<file path="config.mk">
export PLATFORM = sky130hd
export DESIGN_NAME = alu_branch_unit
export DESIGN_NICKNAME = d
export VERILOG_FILES = /design/src/rtl/alu_pkg.sv /design/src/rtl/alu_lane.sv /design/src/rtl/branch_eval.sv /design/src/rtl/alu_branch_unit.sv
export SDC_FILE = /design/constraint.sdc
export NUM_CORES = 2
export LEC_CHECK = 0
export BUFFER_PORTS_ARGS = -buffer_cell sky130_fd_sc_hd__buf_2
export CAP_MARGIN = 20
export CORE_MARGIN = 2
export CORE_UTILIZATION = 45
export DETAILED_ROUTE_END_ITERATION = 16
export PLACE_DENSITY = 0.57
export SLEW_MARGIN = 10
export SYNTH_ARGS = -nofsm -noshare
export SYNTH_HDL_FRONTEND = slang
export SYNTH_SLANG_ARGS = --single-unit
</file>
<file path="constraint.sdc">
create_clock -name vclk -period 62.6
set_input_delay 6.26 -clock vclk [all_inputs]
set_output_delay 6.26 -clock vclk [all_outputs]
set_load 0.01 [all_outputs]
</file>
<file path="src/rtl/alu_pkg.sv">
package alu_pkg;

    typedef enum logic [3:0] {
        FN_ADD = 4'd0,
        FN_SUB = 4'd1,
        FN_AND = 4'd2,
        FN_OR  = 4'd3,
        FN_XOR = 4'd4,
        FN_SHL = 4'd5,
        FN_ASR = 4'd6,
        FN_LSR = 4'd7,
        FN_DIV = 4'd8,
        FN_MUL = 4'd9
    } alu_fn_e;

    // bit 3 overflow, bit 2 carry, bit 1 sign, bit 0 zero
    typedef struct packed {
        logic v;
        logic c;
        logic s;
        logic z;
    } flags_t;

    localparam logic [7:0] OP_ALU_FIRST = 8'h41;
    localparam logic [7:0] OP_ALU_LAST  = 8'h54;

    localparam logic [7:0] BR_ZS   = 8'h2F;
    localparam logic [7:0] BR_SLT  = 8'h30;
    localparam logic [7:0] BR_SLE  = 8'h31;
    localparam logic [7:0] BR_SGT  = 8'h32;
    localparam logic [7:0] BR_SGE  = 8'h33;
    localparam logic [7:0] BR_ZC   = 8'h34;
    localparam logic [7:0] BR_VS   = 8'h35;
    localparam logic [7:0] BR_VC   = 8'h36;
    localparam logic [7:0] BR_CS   = 8'h37;
    localparam logic [7:0] BR_CC   = 8'h38;
    localparam logic [7:0] BR_UGT  = 8'h39;
    localparam logic [7:0] BR_ULE  = 8'h3A;

endpackage

</file>
<file path="src/rtl/alu_lane.sv">
module alu_lane
    import alu_pkg::*;
#(
    parameter int LW = 16
) (
    input  alu_fn_e         fn_i,
    input  logic [LW-1:0]   a_i,
    input  logic [LW-1:0]   b_i,
    output logic [LW-1:0]   lo_o,
    output logic [LW-1:0]   hi_o,
    output flags_t          flags_o,
    output logic            dz_o
);

    localparam int SHW = $clog2(LW);
    localparam logic [LW-1:0] SH_LIMIT = LW'(LW);
    localparam int MSB = LW - 1;

    typedef struct packed {
        logic [LW-1:0] lo;
        logic [LW-1:0] hi;
        flags_t        fl;
        logic          dz;
    } lane_out_t;

    lane_out_t       lane_d;
    logic [LW:0]     sum_w;
    logic [LW:0]     diff_w;
    logic [2*LW-1:0] prod_w;
    logic            sh_over;
    logic [SHW-1:0]  sh_amt;
    logic            cin_add;
    logic            cin_sub;

    always_comb begin
        sum_w   = {1'b0, a_i} + {1'b0, b_i};
        diff_w  = {1'b0, a_i} - {1'b0, b_i};
        prod_w  = {{LW{1'b0}}, a_i} * {{LW{1'b0}}, b_i};
        sh_over = (b_i >= SH_LIMIT);
        sh_amt  = b_i[SHW-1:0];
        cin_add = sum_w[MSB] ^ a_i[MSB] ^ b_i[MSB];
        cin_sub = diff_w[MSB] ^ a_i[MSB] ^ ~b_i[MSB];

        lane_d = '0;
        unique case (fn_i)
            FN_ADD: begin
                lane_d.lo   = sum_w[LW-1:0];
                lane_d.fl.c = sum_w[LW];
                lane_d.fl.v = cin_add ^ sum_w[LW];
            end
            FN_SUB: begin
                lane_d.lo   = diff_w[LW-1:0];
                lane_d.fl.c = diff_w[LW];
                lane_d.fl.v = cin_sub ^ ~diff_w[LW];
            end
            FN_AND: lane_d.lo = a_i & b_i;
            FN_OR:  lane_d.lo = a_i | b_i;
            FN_XOR: lane_d.lo = a_i ^ b_i;
            FN_SHL: lane_d.lo = sh_over ? '0 : (a_i << sh_amt);
            FN_LSR: lane_d.lo = sh_over ? '0 : (a_i >> sh_amt);
            FN_ASR: lane_d.lo = sh_over ? {LW{a_i[MSB]}}
                                        : $unsigned($signed(a_i) >>> sh_amt);
            FN_DIV: begin
                lane_d.dz = (b_i == '0);
                if (b_i != '0) begin
                    lane_d.lo = a_i / b_i;
                    lane_d.hi = a_i % b_i;
                end
            end
            FN_MUL: begin
                lane_d.lo = prod_w[LW-1:0];
                lane_d.hi = prod_w[2*LW-1:LW];
            end
            default: lane_d = '0;
        endcase
        lane_d.fl.z = (lane_d.lo == '0);
        lane_d.fl.s = lane_d.lo[MSB];
    end

    assign lo_o    = lane_d.lo;
    assign hi_o    = lane_d.hi;
    assign flags_o = lane_d.fl;
    assign dz_o    = lane_d.dz;

    always_comb begin
        if (fn_i == FN_SUB) begin
            AST_SUB_BORROW: assert (lane_d.fl.c == (a_i < b_i));
        end
        if (fn_i == FN_ADD) begin
            AST_ADD_OVERFLOW: assert (lane_d.fl.v ==
                ((a_i[MSB] == b_i[MSB]) && (lane_d.lo[MSB] != a_i[MSB])));
        end
        if ((fn_i == FN_SHL || fn_i == FN_LSR) && (b_i >= SH_LIMIT)) begin
            AST_SHIFT_SATURATE: assert (lane_d.lo == '0);
        end
        if (fn_i == FN_DIV && b_i != '0) begin
            AST_DIV_IDENTITY: assert ((({{LW{1'b0}}, lane_d.lo} * {{LW{1'b0}}, b_i})
                + {{LW{1'b0}}, lane_d.hi}) == {{LW{1'b0}}, a_i});
            AST_REM_BELOW_DIVISOR: assert (lane_d.hi < b_i);
        end
        if (fn_i != FN_DIV) begin
            AST_FAULT_ONLY_DIV: assert (!lane_d.dz);
        end
    end

endmodule

</file>
<file path="src/rtl/branch_eval.sv">
module branch_eval
    import alu_pkg::*;
(
    input  logic [7:0] cond_i,
    input  flags_t     flags_i,
    output logic       taken_o
);

    logic sv_differ;
    logic taken_d;

    always_comb begin
        sv_differ = flags_i.s ^ flags_i.v;
        unique case (cond_i)
            BR_ZS:   taken_d = flags_i.z;
            BR_ZC:   taken_d = !flags_i.z;
            BR_VS:   taken_d = flags_i.v;
            BR_VC:   taken_d = !flags_i.v;
            BR_CS:   taken_d = flags_i.c;
            BR_CC:   taken_d = !flags_i.c;
            BR_SLT:  taken_d = sv_differ;
            BR_SGE:  taken_d = !sv_differ;
            BR_SLE:  taken_d = sv_differ || flags_i.z;
            BR_SGT:  taken_d = !sv_differ && !flags_i.z;
            BR_UGT:  taken_d = !flags_i.c && !flags_i.z;
            BR_ULE:  taken_d = flags_i.c || flags_i.z;
            default: taken_d = 1'b0;
        endcase
    end

    assign taken_o = taken_d;

    always_comb begin
        if (cond_i == BR_SLE && flags_i.z) begin
            AST_SLE_ON_ZERO: assert (taken_o);
        end
        if (cond_i == BR_SGT && flags_i.z) begin
            AST_SGT_NOT_ZERO: assert (!taken_o);
        end
    end

endmodule

</file>
<file path="src/rtl/alu_branch_unit.sv">
module alu_branch_unit
    import alu_pkg::*;
#(
    parameter int DATA_W = 16
) (
    input  logic [7:0]        op_i,
    input  logic [DATA_W-1:0] a_i,
    input  logic [DATA_W-1:0] b_i,
    output logic [DATA_W-1:0] res_lo_o,
    output logic [DATA_W-1:0] res_hi_o,
    output logic [3:0]        flags_o,
    output logic              div_fault_o,
    input  logic [7:0]        br_op_i,
    input  logic [3:0]        br_flags_i,
    output logic              br_taken_o
);

    localparam int BYTE_W  = DATA_W / 2;
    localparam int N_LANES = 2;

    typedef struct packed {
        logic [DATA_W-1:0] lo;
        logic [DATA_W-1:0] hi;
        flags_t            fl;
        logic              dz;
    } unit_out_t;

    logic [4:0]        op_idx;
    logic              op_known;
    logic              op_wide;
    alu_fn_e           op_fn;
    logic [DATA_W-1:0] lane_lo [N_LANES];
    logic [DATA_W-1:0] lane_hi [N_LANES];
    flags_t            lane_fl [N_LANES];
    logic              lane_dz [N_LANES];
    unit_out_t         unit_d;

    assign op_idx   = 5'(op_i - OP_ALU_FIRST);
    assign op_known = (op_i >= OP_ALU_FIRST) && (op_i <= OP_ALU_LAST);
    assign op_wide  = op_idx[0];
    assign op_fn    = alu_fn_e'(op_idx[4:1]);

    for (genvar g = 0; g < N_LANES; g++) begin : g_lane
        localparam int GW = (g == 0) ? BYTE_W : DATA_W;
        logic [GW-1:0] lo_w;
        logic [GW-1:0] hi_w;
        flags_t        fl_w;
        logic          dz_w;

        alu_lane #(.LW(GW)) u_lane (
            .fn_i    (op_fn),
            .a_i     (a_i[GW-1:0]),
            .b_i     (b_i[GW-1:0]),
            .lo_o    (lo_w),
            .hi_o    (hi_w),
            .flags_o (fl_w),
            .dz_o    (dz_w)
        );

        assign lane_lo[g] = DATA_W'(lo_w);
        assign lane_hi[g] = DATA_W'(hi_w);
        assign lane_fl[g] = fl_w;
        assign lane_dz[g] = dz_w;
    end

    always_comb begin
        unit_d = '0;
        if (op_known) begin
            unit_d.lo = lane_lo[op_wide];
            unit_d.hi = lane_hi[op_wide];
            unit_d.fl = lane_fl[op_wide];
            unit_d.dz = lane_dz[op_wide];
        end
    end

    assign res_lo_o    = unit_d.lo;
    assign res_hi_o    = unit_d.hi;
    assign flags_o     = unit_d.fl;
    assign div_fault_o = unit_d.dz;

    branch_eval u_branch (
        .cond_i  (br_op_i),
        .flags_i (flags_t'(br_flags_i)),
        .taken_o (br_taken_o)
    );

    always_comb begin
        if (op_known && !op_wide) begin
            AST_BYTE_ZERO_EXTEND: assert (res_lo_o[DATA_W-1:BYTE_W] == '0
                && res_hi_o[DATA_W-1:BYTE_W] == '0);
        end
        if (!op_known) begin
            AST_UNKNOWN_QUIET: assert (res_lo_o == '0 && res_hi_o == '0
                && flags_o == '0 && !div_fault_o);
        end
    end

endmodule

</file>
==> run metrics <==
TNS Setup 0 ns; slowest stage delay, CP 0.93 ns; post-cts hold buffer count 0; remaining global-route overflow 0; Slowest-stage cell, CP a41oi_1; Hold Crit Class input port to output pin; largest net degree at the start of global routing 50; Cell Area, Synth 24,300 sq um; post-synth top area share 19.3%; Worst-Margin Slew 1.17 ns; DP Wirelength 88,600 um; Register Area 0 sq um; fin area 25,500 sq um; net count after synthesis 3,921; Layout area overhead 5.00%; Net Sw Power 0.000518 W; I/O pin count 90; final count of pins violating max slew 0; DRC 0; layout cell share with drive strength beyond 1 8.45%; Global Route met3 Usage 7.83%; Post-CTS Setup Bufs 0; Worst path most repeated cell ha_1; fin crit share 74.0%; fin crit period 46.35 ns; Wirelength per Cell 28.6 um; CP Launch Type input port; Slew headroom 21.5%; crit end category output pin; sequential power share 0%; Comb pwr share 100.0%; initial core utilization 45.3%; clock buf count 0; nets@finish 3,917; antenna violations before repair 9; most common library cell in the layout ignoring fill and taps nor2_1; Max-Cap Viols 0; first-pass GRT wire length 167,000 um; Seq/Total Area, Yosys 0%; crit path kind input port to output pin; M2 GR Usage 62.5%; WP data required 56.34 ns; Max Fclk 21.6 MHz; status complete, no violations; port bufs 90; Pleak 12.0 nW; Vias/cell 6.58; cell taking the most area after synthesis fa_1; full die area 55,900 sq um; Crit path max-delay family compound AO/OA/AOI/OAI gates; Syn Inst Count 3,271; library cells used by synthesis 91; Via Count 26,113; Placeable Area 53,600 sq um; Placed Area 25,500 sq um; GRT Resource Usage Total 40.0%; top post-synthesis cells by area fa_1, ha_1, nor2_1; std cell rows 85; most frequent cells in the layout nor2_1, ha_1, inv_1; VDD IR max 0.0000529 V; cell internal pwr 0.000312 W; vias in the first global route 25,296; Detail Route Antenna Nets 0; RSZ-0062 raised after global routing no; PD cells 32.5 nW/um^2; DR pass1 iterations 5; largest driver fanout on the critical path 26; Die W 236 um; final wirelength 113,000 um; number of warning messages in the yosys log 0; Setup violations, final 0; GR peak layer met2; met1 Use GR 51.2%; seq_cells 0; CP Data Arrival Time 40.09 ns; Hold Fails Final Rpt 0; die height 236 um; Post-Syn Area per Cell 7.43 sq um; Sw Share 62.4%; 1st-iter DRT viols 2,664; worst path bufs/invs 4; Clock Power Share 0%; gpl congestion 1.01; Resized cells post-CTS 0
-- per-stage QoR --
step | hold slack, ns | cells | setup WS, ns | total power, W | util, %
after floorplan | 12.57 | 3271 | 22.92 | 0.000568 | -
after global placement | 12.76 | 3957 | 17.96 | 0.000797 | 47.5
after detailed placement | 12.77 | 3958 | 16.76 | 0.000807 | 47.5
after CTS | 12.77 | 3958 | 16.66 | 0.000813 | 47.5
after global routing | 12.78 | 3963 | 13.95 | 0.000912 | 47.6
final | 12.77 | 3966 | 16.25 | 0.000830 | 47.6
-- final cells by class --
class | count | area (sq um)
Antenna cell | 5 | 12.5
Fill cell | 5450 | 28100
Inverter | 363 | 1360
Multi-Input combinational cell | 2746 | 22300
Tap cell | 696 | 871
Timing Repair Buffer | 156 | 947
-- metal layers --
layer  vias up  share of wire, %
li1      11519                 -
met1     12765                40
met2      1449                44
met3       374               9.8
met4         6               6.8
met5         -             0.028
-- worst paths after layout --
path | start | to | cells past startpoint
worst min-delay path | br_op_i[7] | br_taken_o | 3
worst max-delay path | b_i[7] | flags_o[0] | 112
-- cells in the mapped netlist, drive strengths merged (47+ instances only) --
cell type,count
a211oi,56
a21oi,196
clkbuf,129
fa,234
ha,364
inv,354
mux2i,47
nand2,306
nand3,71
nor2,366
nor3,98
o21a,59
o21ai,153
xnor2,93
xor2,49
-- kinds of logic (layout without fill, tap and decap cells) --
family                     after synthesis  count (layout)  share of synthesized area, %
and+or+nand+nor                       1074            1074                          20.5
AOI/OAI and AO/OA                      830             830                          23.1
adders and majority gates              598             598                          38.0
buffers and inverters                  525             519                          8.25
xor gates and xnor gates               142             142                          5.12
muxes                                  102             102                          5.00
other                                    0               5                             0
-- power by group through the flow --
stage                     clock network (W)  registers, W  logic (W)
after floorplan                           0             0   0.000568
after global placement                    0             0   0.000797
final                     0.000000000000581             0   0.000830
after detailed placement                  0             0   0.000807
after CTS                                 0             0   0.000813
(Power assumes the default switching activity.)
